$ cat config.mk
export PLATFORM = sky130hd
export DESIGN_NAME = spred_step_seq
export DESIGN_NICKNAME = d
export VERILOG_FILES = /design/src/rtl/spred_pkg.sv /design/src/rtl/spred_find_first.sv /design/src/rtl/spred_lane.sv /design/src/rtl/spred_step_seq.sv
export SDC_FILE = /design/constraint.sdc
export NUM_CORES = 1
export LEC_CHECK = 0
export BUFFER_PORTS_ARGS = -buffer_cell sky130_fd_sc_hd__buf_2
export CORE_ASPECT_RATIO = 0.75
export CORE_MARGIN = 5
export CORE_UTILIZATION = 53
export DETAILED_ROUTE_END_ITERATION = 10
export GPL_TIMING_DRIVEN = 0
export PLACE_DENSITY = 0.73
export SKIP_LAST_GASP = 1
export SYNTH_ARGS = -nofsm -noshare
export SYNTH_HDL_FRONTEND = slang
export SYNTH_SLANG_ARGS = --single-unit
$ cat constraint.sdc
create_clock -name clk_i -period 4.4 [get_ports clk_i]
set_input_delay 0.44 -clock clk_i [delete_from_list [all_inputs] [get_ports clk_i]]
set_output_delay 0.44 -clock clk_i [all_outputs]
set_load 0.05 [all_outputs]
$ cat src/rtl/spred_pkg.sv
package spred_pkg;
  typedef enum logic {
    ST_IDLE,
    ST_BUSY
  } seq_state_e;
endpackage

$ cat src/rtl/spred_find_first.sv
// Lowest set mask bit at or above from_i.
module spred_find_first #(
  parameter int MASK_W = 64,
  localparam int CW = $clog2(MASK_W + 1),
  localparam int IW = $clog2(MASK_W)
) (
  input  logic [MASK_W-1:0] mask_i,
  input  logic [CW-1:0]     from_i,
  output logic              found_o,
  output logic [IW-1:0]     idx_o
);
  always_comb begin
    found_o = 1'b0;
    idx_o   = '0;
    for (int i = 0; i < MASK_W; i++) begin
      if (!found_o && mask_i[i] && (CW'(i) >= from_i)) begin
        found_o = 1'b1;
        idx_o   = IW'(i);
      end
    end
  end
endmodule

$ cat src/rtl/spred_lane.sv
// One side (source or destination) of the step pair.
module spred_lane #(
  parameter int MASK_W = 64,
  localparam int CW = $clog2(MASK_W + 1),
  localparam int IW = $clog2(MASK_W)
) (
  input  logic              clk_i,
  input  logic              rst_ni,
  input  logic              init_i,
  input  logic              step_i,
  input  logic              zero_en_i,
  input  logic [MASK_W-1:0] mask_i,
  output logic              avail_o,
  output logic [IW-1:0]     idx_o,
  output logic              zero_o
);
  logic [CW-1:0] pos_q;
  logic          ff_found;
  logic [IW-1:0] ff_idx;

  spred_find_first #(.MASK_W(MASK_W)) u_ff (
    .mask_i (mask_i),
    .from_i (pos_q),
    .found_o(ff_found),
    .idx_o  (ff_idx)
  );

  always_comb begin
    if (zero_en_i) begin
      avail_o = pos_q < CW'(MASK_W);
      idx_o   = IW'(pos_q);
      zero_o  = !mask_i[IW'(pos_q)];
    end else begin
      avail_o = ff_found;
      idx_o   = ff_idx;
      zero_o  = 1'b0;
    end
  end

  always_ff @(posedge clk_i or negedge rst_ni) begin
    if (!rst_ni)     pos_q <= '0;
    else if (init_i) pos_q <= '0;
    else if (step_i) pos_q <= CW'(idx_o) + CW'(1);
  end
endmodule

$ cat src/rtl/spred_step_seq.sv
module spred_step_seq
  import spred_pkg::*;
#(
  parameter int MASK_W = 64,
  localparam int CW = $clog2(MASK_W + 1),
  localparam int IW = $clog2(MASK_W)
) (
  input  logic              clk_i,
  input  logic              rst_ni,
  input  logic              start_i,
  input  logic [CW-1:0]     vl_i,
  input  logic [MASK_W-1:0] mask_i,
  input  logic              src_zero_en_i,
  input  logic              dst_zero_en_i,
  input  logic              ready_i,
  output logic              valid_o,
  output logic [IW-1:0]     src_idx_o,
  output logic [IW-1:0]     dst_idx_o,
  output logic              src_zero_o,
  output logic              dst_zero_o,
  output logic              busy_o,
  output logic              done_o
);
  seq_state_e        state_q;
  logic [CW-1:0]     vl_q, cnt_q;
  logic [MASK_W-1:0] mask_q;
  logic              sz_q, dz_q, done_q;
  logic              take, fire, end_c;
  logic              src_avail, dst_avail;

  assign busy_o = (state_q == ST_BUSY);
  assign take   = start_i && !busy_o;
  assign end_c  = busy_o && ((cnt_q == vl_q) || !src_avail || !dst_avail);
  assign valid_o = busy_o && !end_c;
  assign fire   = valid_o && ready_i;
  assign done_o = done_q;

  spred_lane #(.MASK_W(MASK_W)) u_src (
    .clk_i, .rst_ni,
    .init_i   (take),
    .step_i   (fire),
    .zero_en_i(sz_q),
    .mask_i   (mask_q),
    .avail_o  (src_avail),
    .idx_o    (src_idx_o),
    .zero_o   (src_zero_o)
  );

  spred_lane #(.MASK_W(MASK_W)) u_dst (
    .clk_i, .rst_ni,
    .init_i   (take),
    .step_i   (fire),
    .zero_en_i(dz_q),
    .mask_i   (mask_q),
    .avail_o  (dst_avail),
    .idx_o    (dst_idx_o),
    .zero_o   (dst_zero_o)
  );

  always_ff @(posedge clk_i or negedge rst_ni) begin
    if (!rst_ni) begin
      state_q <= ST_IDLE;
      vl_q    <= '0;
      cnt_q   <= '0;
      mask_q  <= '0;
      sz_q    <= 1'b0;
      dz_q    <= 1'b0;
      done_q  <= 1'b0;
    end else begin
      done_q <= 1'b0;
      if (take) begin
        state_q <= ST_BUSY;
        vl_q    <= (vl_i > CW'(MASK_W)) ? CW'(MASK_W) : vl_i;
        mask_q  <= mask_i;
        sz_q    <= src_zero_en_i;
        dz_q    <= dst_zero_en_i;
        cnt_q   <= '0;
      end else if (end_c) begin
        state_q <= ST_IDLE;
        done_q  <= 1'b1;
      end else if (fire) begin
        cnt_q <= cnt_q + CW'(1);
      end
    end
  end

  // equal zeroing enables keep indices locked
  a_r4_locked: assert property (@(posedge clk_i) disable iff (!rst_ni)
    (valid_o && (sz_q == dz_q)) |-> (src_idx_o == dst_idx_o));
  // both indices move up after an accepted pair
  a_r3_advance: assert property (@(posedge clk_i) disable iff (!rst_ni)
    fire |=> (!valid_o || ((src_idx_o > $past(src_idx_o)) && (dst_idx_o > $past(dst_idx_o)))));
  // a skipping side only lands on set mask bits
  a_r5_src_set: assert property (@(posedge clk_i) disable iff (!rst_ni)
    (valid_o && !sz_q) |-> (mask_q[src_idx_o] && !src_zero_o));
  a_r5_dst_set: assert property (@(posedge clk_i) disable iff (!rst_ni)
    (valid_o && !dz_q) |-> (mask_q[dst_idx_o] && !dst_zero_o));
  // stalled pair holds
  a_r11_hold: assert property (@(posedge clk_i) disable iff (!rst_ni)
    (valid_o && !ready_i) |=> (valid_o && $stable(src_idx_o) && $stable(dst_idx_o)
                               && $stable(src_zero_o) && $stable(dst_zero_o)));
  // done is a single-cycle pulse with nothing presented
  a_r8_done_pulse: assert property (@(posedge clk_i) disable iff (!rst_ni)
    done_o |=> !done_o);
  a_r8_done_quiet: assert property (@(posedge clk_i) disable iff (!rst_ni)
    done_o |-> (!valid_o && !busy_o));
  // zeroing side count never exceeds VL
  a_r6_cnt_bound: assert property (@(posedge clk_i) disable iff (!rst_ni)
    busy_o |-> (cnt_q <= vl_q));
endmodule

# == After elaboration in Yosys (flattened, before gate mapping) ==
# Index checks and enable logic that the tools add are counted.
# classes
addsub,3
multipliers,0
div,0
n_lt_le_gt_ge,133
n_eq_ne,2
shift,0
muxes,276
bitwise_logic,0
reduce_logical,395
# ops
cell,count
6-bit two-way mux,126
6-bit by 7-bit greater-or-equal comparator with 1-bit output (first input constant),64
1-bit logical AND,258
5-bit by 7-bit greater-or-equal comparator with 1-bit output (first input constant),32
1-bit two-way mux,140
1-bit logical NOT,132
4-bit by 7-bit greater-or-equal comparator with 1-bit output (first input constant),16
3-bit by 7-bit greater-or-equal comparator with 1-bit output (first input constant),8
7-bit two-way mux,8
1-bit by 7-bit greater-or-equal comparator with 1-bit output (first input constant),4
2-bit by 7-bit greater-or-equal comparator with 1-bit output (first input constant),4
6-bit by 1-bit adder with 7-bit output (second input constant),2
6-bit by 7-bit < comparator with 1-bit output (second input constant),2
7-bit < comparator (second input constant),2
1-bit binary-select mux with 6-bit select,2
7-bit by 1-bit adder with 7-bit output (second input constant),1
7-bit == test,1
7-bit greater-than comparator (second input constant),1
2-bit nonzero test,2
1-bit logical OR,2
2-bit != test (second input constant),1
2-bit AND reduction,1
# word_totals
ff_bits,96
latchBits,0
ramBits,0
rom_bits,0
input_bits,77
memories,0

# == Longest topological paths before layout ==
# logic_depth
depth_word,266
ltp_mapped,17
depth_no_buf,13

# == Modules after synthesis ==
# A second synthesis with hierarchy kept.
# unflattened
cells_unflattened,1290
area_unflattened_um2,10124.7
# by_module_without_submodules
module,n_inst,cells_each,area_per_inst_um2,seq_area_each_um2
spred_find_first,2,360,2378.5,0.0
spred_step_seq,1,362,3263.1,2052.0
spred_lane,2,104,1052.3,175.2

# == Worst setup path after synthesis ==
# OpenSTA, ideal clock, no wires.
# synth_timing
path_type,register to output
from,reg u_dst.pos_q[0]
to,out dst_zero_o
t_arrival_ns,3.915
setup_slack_ns,0.045
stages_incl_launch_ff,10
path_buffers,5
cell_sequence,dfrtp_1 > buf_2 > buf_4 > buf_2 > buf_1 > buf_1 > mux4_2 > mux4_2 > mux4_2 > nor2_1
# synth_via
elab_chain_len,4
# synth_rtl
element,line,text
from (decl),spred_lane.sv:17,logic [CW-1:0] pos_q;
from (signal assigned),spred_lane.sv:43,else if (step_i) pos_q <= CW'(idx_o) + CW'(1);
1-bit binary-select mux with 6-bit select,spred_lane.sv:32,zero_o = !mask_i[IW'(pos_q)];
1-bit two-way mux (not written as such),spred_lane.sv:32,
1-bit logical NOT,spred_lane.sv:32,
1-bit two-way mux,spred_lane.sv:29,if (zero_en_i) begin
to (decl),spred_step_seq.sv:20,"output logic dst_zero_o,"
# No other way between the ends. The select of a mux whose other input is x is not followed.

# == Worst setup path in the final report ==
# layout_timing
from,reg u_src.pos_q[1]
to,out src_idx_o[1]
# layout_via
elab_chain_len,256
elab_cells_between_ends,380
# layout_rtl
element,line,text
from (decl),spred_lane.sv:17,
from (signal assigned),spred_lane.sv:43,
1-bit by 7-bit greater-or-equal comparator with 1-bit output,spred_find_first.sv:16,if (!found_o && mask_i[i] && (CW'(i) >= from_i)) begin
1-bit logical AND,spred_find_first.sv:16,
1-bit two-way mux,spred_find_first.sv:16,
1-bit logical NOT,spred_find_first.sv:16,
1-bit logical AND (2 in a row),spred_find_first.sv:16,
1-bit two-way mux,spred_find_first.sv:16,
1-bit logical NOT,spred_find_first.sv:16,
1-bit logical AND (2 in a row),spred_find_first.sv:16,
[... 236 more ...],n/a,
1-bit two-way mux,spred_find_first.sv:16,
1-bit logical NOT,spred_find_first.sv:16,
1-bit logical AND (2 in a row),spred_find_first.sv:16,
1-bit two-way mux,spred_find_first.sv:16,
1-bit logical NOT,spred_find_first.sv:16,
1-bit logical AND (2 in a row),spred_find_first.sv:16,
6-bit two-way mux,spred_find_first.sv:16,
6-bit two-way mux (*),spred_lane.sv:29,
to (decl),spred_step_seq.sv:17,"output logic [IW-1:0] src_idx_o,"
# Mark *: on every way between the ends. The rest lies on a longest branch, timed or not.

==> flow_metrics.py <==
metrics = {
    "outcome": {
        "outcome": "finished with violations",
        "violations": "setup timing",
    },
    "pwr": {
        "pwr-share-comb": 0.713,
        "switching_power_w": 0.00605,
        "p_leak_nw": 4.72,
        "ir_drop_uv": 498,
        "total_power_w": 0.0104,
        "p_clk_frac": 0.082,
        "seqPwrFrac": 0.205,
        "p_int_w": 0.00439,
        "p_per_area_nw_per_um2": 938,
        "swShare": 0.580,
    },
    "clocking": {
        "root_buffer": "clkbuf_16",
        "clk_pin_slew_ps": 90,
        "h-tree-depth": 3,
        "cts_tree": "built",
        "cts_made_buffers": 9,
        "cts.sinks": 96,
        "ctsHoldBuffers": 0,
        "insertion_delay_ps": 380,
        "clk_path_buf_depth": 2,
    },
    "finish": {
        "fin_area_sq_um": 11100,
        "final_nets": 1432,
        "final.fill_count": 1630,
        "drive_gt1_frac": 0.228,
        "layout_common_cells": "272 x nand2_1, 104 x buf_2, 93 x dfrtp_1, 77 x o21ai_0, 61 x a21oi_1",
        "final_util": 0.631,
        "final_common_cell": "nand2_1",
        "antenna_cells": 0,
        "area_growth_pct": 16.9,
    },
    "worst_hold_path": {
        "hp-class": "in -> async",
    },
    "global_route": {
        "grt_pass1_wl_um": 62800,
        "grt_max_degree": 52,
        "antenna_found_initial": 0,
        "track_usage": 0.400,
        "grt_pass1_vias": 10500,
        "overflow": 0,
    },
    "floorplanning": {
        "core_area_sq_um": 17700,
        "die_w_um": 165,
        "initial_core_util": 0.539,
        "die_h_um": 126,
        "ios": 94,
        "die_area_sq_um": 20800,
        "core.rowCount": 42,
    },
    "worst_setup_path": {
        "arrival_ps": 3960,
        "r2r_start": "u_dst.pos_q[0]$_DFFE_PN0P_",
        "cp-end-kind": "output port",
        "crit_type": "reg -> out",
        "crit-reg2reg-capture": "u_dst.pos_q[4]$_DFFE_PN0P_",
        "reg2reg_depth": 15,
        "r2r_slack_ps": 180,
        "cp.required_ps": 3960,
        "start_kind": "register",
        "crit_fanout": 10,
    },
    "sta": {
        "setup_ws_ps": -1.62,
        "slew_headroom": 0.330,
        "maxSlewViolCount": 0,
        "finalHoldViolCount": 0,
        "fmax_mhz": 227,
        "finalCritPeriodShare": 1.00,
        "worstMarginPinSlew_ps": 1000,
        "finClkSkew_ps": 20.3,
        "min_period_ps": 4400,
        "setup_tns_ps": -1.62,
        "rsz0062_at_grt": "yes",
        "setup_viol": 1,
    },
    "placed_design": {
        "port_buffers": 93,
        "hpwl_um": 32900,
        "place.gp.congestion": 1.11,
        "place_area_sq_um": 10300,
        "dpl_worst_slack_ps": -362,
    },
    "synth": {
        "yosys_warnings": 0,
        "postSynthCellCount": 1231,
        "syn_area_sq_um": 9530,
        "synth_edf_count": 0,
        "synthTopCellsByArea": "dfrtp_1 25%, nand2_1 11%, mux4_2 9.9%, o21ai_0 4.3%, a21oi_1 3.5%",
        "yosys.area.top_type_share": 0.252,
        "synth_ff_type": "dfrtp_1",
        "syn_avg_cell_area_sq_um": 7.74,
        "syn_nets": 1311,
        "synth_area_leader_cell": "dfrtp_1",
        "synth_cell_types": 96,
        "synth-seq-area-share": 0.252,
        "async_flop_share": 1.00,
        "ys_ff_latch": 96,
    },
    "routing": {
        "dr.pass1.iters": 10,
        "top_layer": "met4",
        "ant_nets": 0,
        "routed_wl_um": 42800,
        "wl_per_cell_um": 26.8,
        "drc": 0,
        "met1_length_um": 16500,
        "via_per_inst": 7.19,
        "dr_total_vias": 11500,
        "wl_met2_um": 16500,
        "met3_wirelength_um": 7980,
        "drtIter0Drc": 2125,
    },
    "flow_run": {
        "maxCapViolations": 0,
    },
}
## per-layer routing
layer,vias up,track usage
li1,4876,-
met1,5373,0.572
met2,1055,0.533
met3,199,0.186
met4,0,0.130
met5,-,0
## cell usage after synthesis (all sizes together) (10+ instances only)
cell / count
and2: 11
a211oi: 13
nor2b: 16
or2: 17
and3: 11
nand3: 46
nor2: 56
xor2: 10
o31ai: 11
a21boi: 12
a22oi: 11
o211ai: 25
nor4: 10
nand2: 275
o22ai: 10
buf: 47
a21o: 10
dfrtp: 96
mux4: 42
inv: 34
nand4: 21
clkbuf: 43
nand3b: 11
nand2b: 21
a21oi: 67
o21ai: 87
nor3: 27
a31oi: 19
## cell type report
class | instances | area [sq um] | share of cell area
Buffer | 89 | 479 | 0.0430
Tap cell | 242 | 303 | 0.0272
Timing Repair Buffer | 111 | 641 | 0.0575
Clock inverter | 7 | 81.3 | 0.00730
Multi-Input combinational cell | 1010 | 6870 | 0.617
Inverter | 35 | 131 | 0.0118
Clock buffer | 9 | 225 | 0.0202
Sequential cell | 96 | 2410 | 0.216
## flip-flops by register name (all words and copies together), names as in the netlist
name         flops
busy_o           1
cnt_q            7
done_o           1
dz_q             1
mask_q          64
sz_q             1
u_dst.pos_q      7
u_src.pos_q      7
vl_q             7
## logic make-up (layout without fill, tap and decap cells)
family	count (synthesis)	after routing	share of synthesized area
and+or+nand+nor	565	565	0.288
DFF	96	96	0.252
buffers and inverters	125	251	0.0578
xor gates and xnor gates	15	15	0.0138
muxes	42	42	0.0993
AOI/OAI and AO/OA	385	385	0.285
adders and majority gates	3	3	0.00394
## timing repair
action / 4_1_cts / 5_1_grt
setup buffers: 4 / 13
resized for setup: 35 / 77
setup endpoints to repair: 19 / 19
cloned: 0 / 0
pin swaps: 4 / 10
## critical path, cell delays in order (launching register included)
cell,delay [ps]
dfrtp_1,370
buf_4,220
buf_6,180
o31ai_1,110
a222oi_1,470
o21ai_1,200
a21oi_2,260
or4b_4,540
nor4b_4,400
a2111oi_0,130
and3_1,250
a21oi_1,190
buf_4,240
## power groups by stage
stage	clock, W	combinational, W	sequential, W
after global placement	0	0.00663	0.00204
final	0.000859	0.00745	0.00214
after global routing	0.000881	0.00782	0.00212
after detailed placement	0	0.00667	0.00204
after CTS	0.000849	0.00683	0.00203
after floorplan	0	0.00488	0.00166
## per-stage QoR
stage	hold slack, ps	std cells
global placement	472	1566
floorplan	144	1231
finish	73.2	1599
detailed placement	478	1567
global route	130	1599
CTS	117	1587
## how the worst max path moves through the flow
stage / startpoint / to / slack (ps)
floorplan: u_dst.pos_q[0]$_DFFE_PN0P_ / dst_zero_o / 50
global placement: u_src.pos_q[3]$_DFFE_PN0P_ / u_src.pos_q[4]$_DFFE_PN0P_ / -350
detailed placement: u_dst.pos_q[0]$_DFFE_PN0P_ / dst_zero_o / -360
CTS: u_dst.pos_q[1]$_DFFE_PN0P_ / dst_zero_o / -60
global route: u_dst.pos_q[2]$_DFFE_PN0P_ / dst_idx_o[1] / -30
finish: u_src.pos_q[1]$_DFFE_PN0P_ / src_idx_o[1] / -2
No activity file was read; power rests on OpenSTA's default activity.
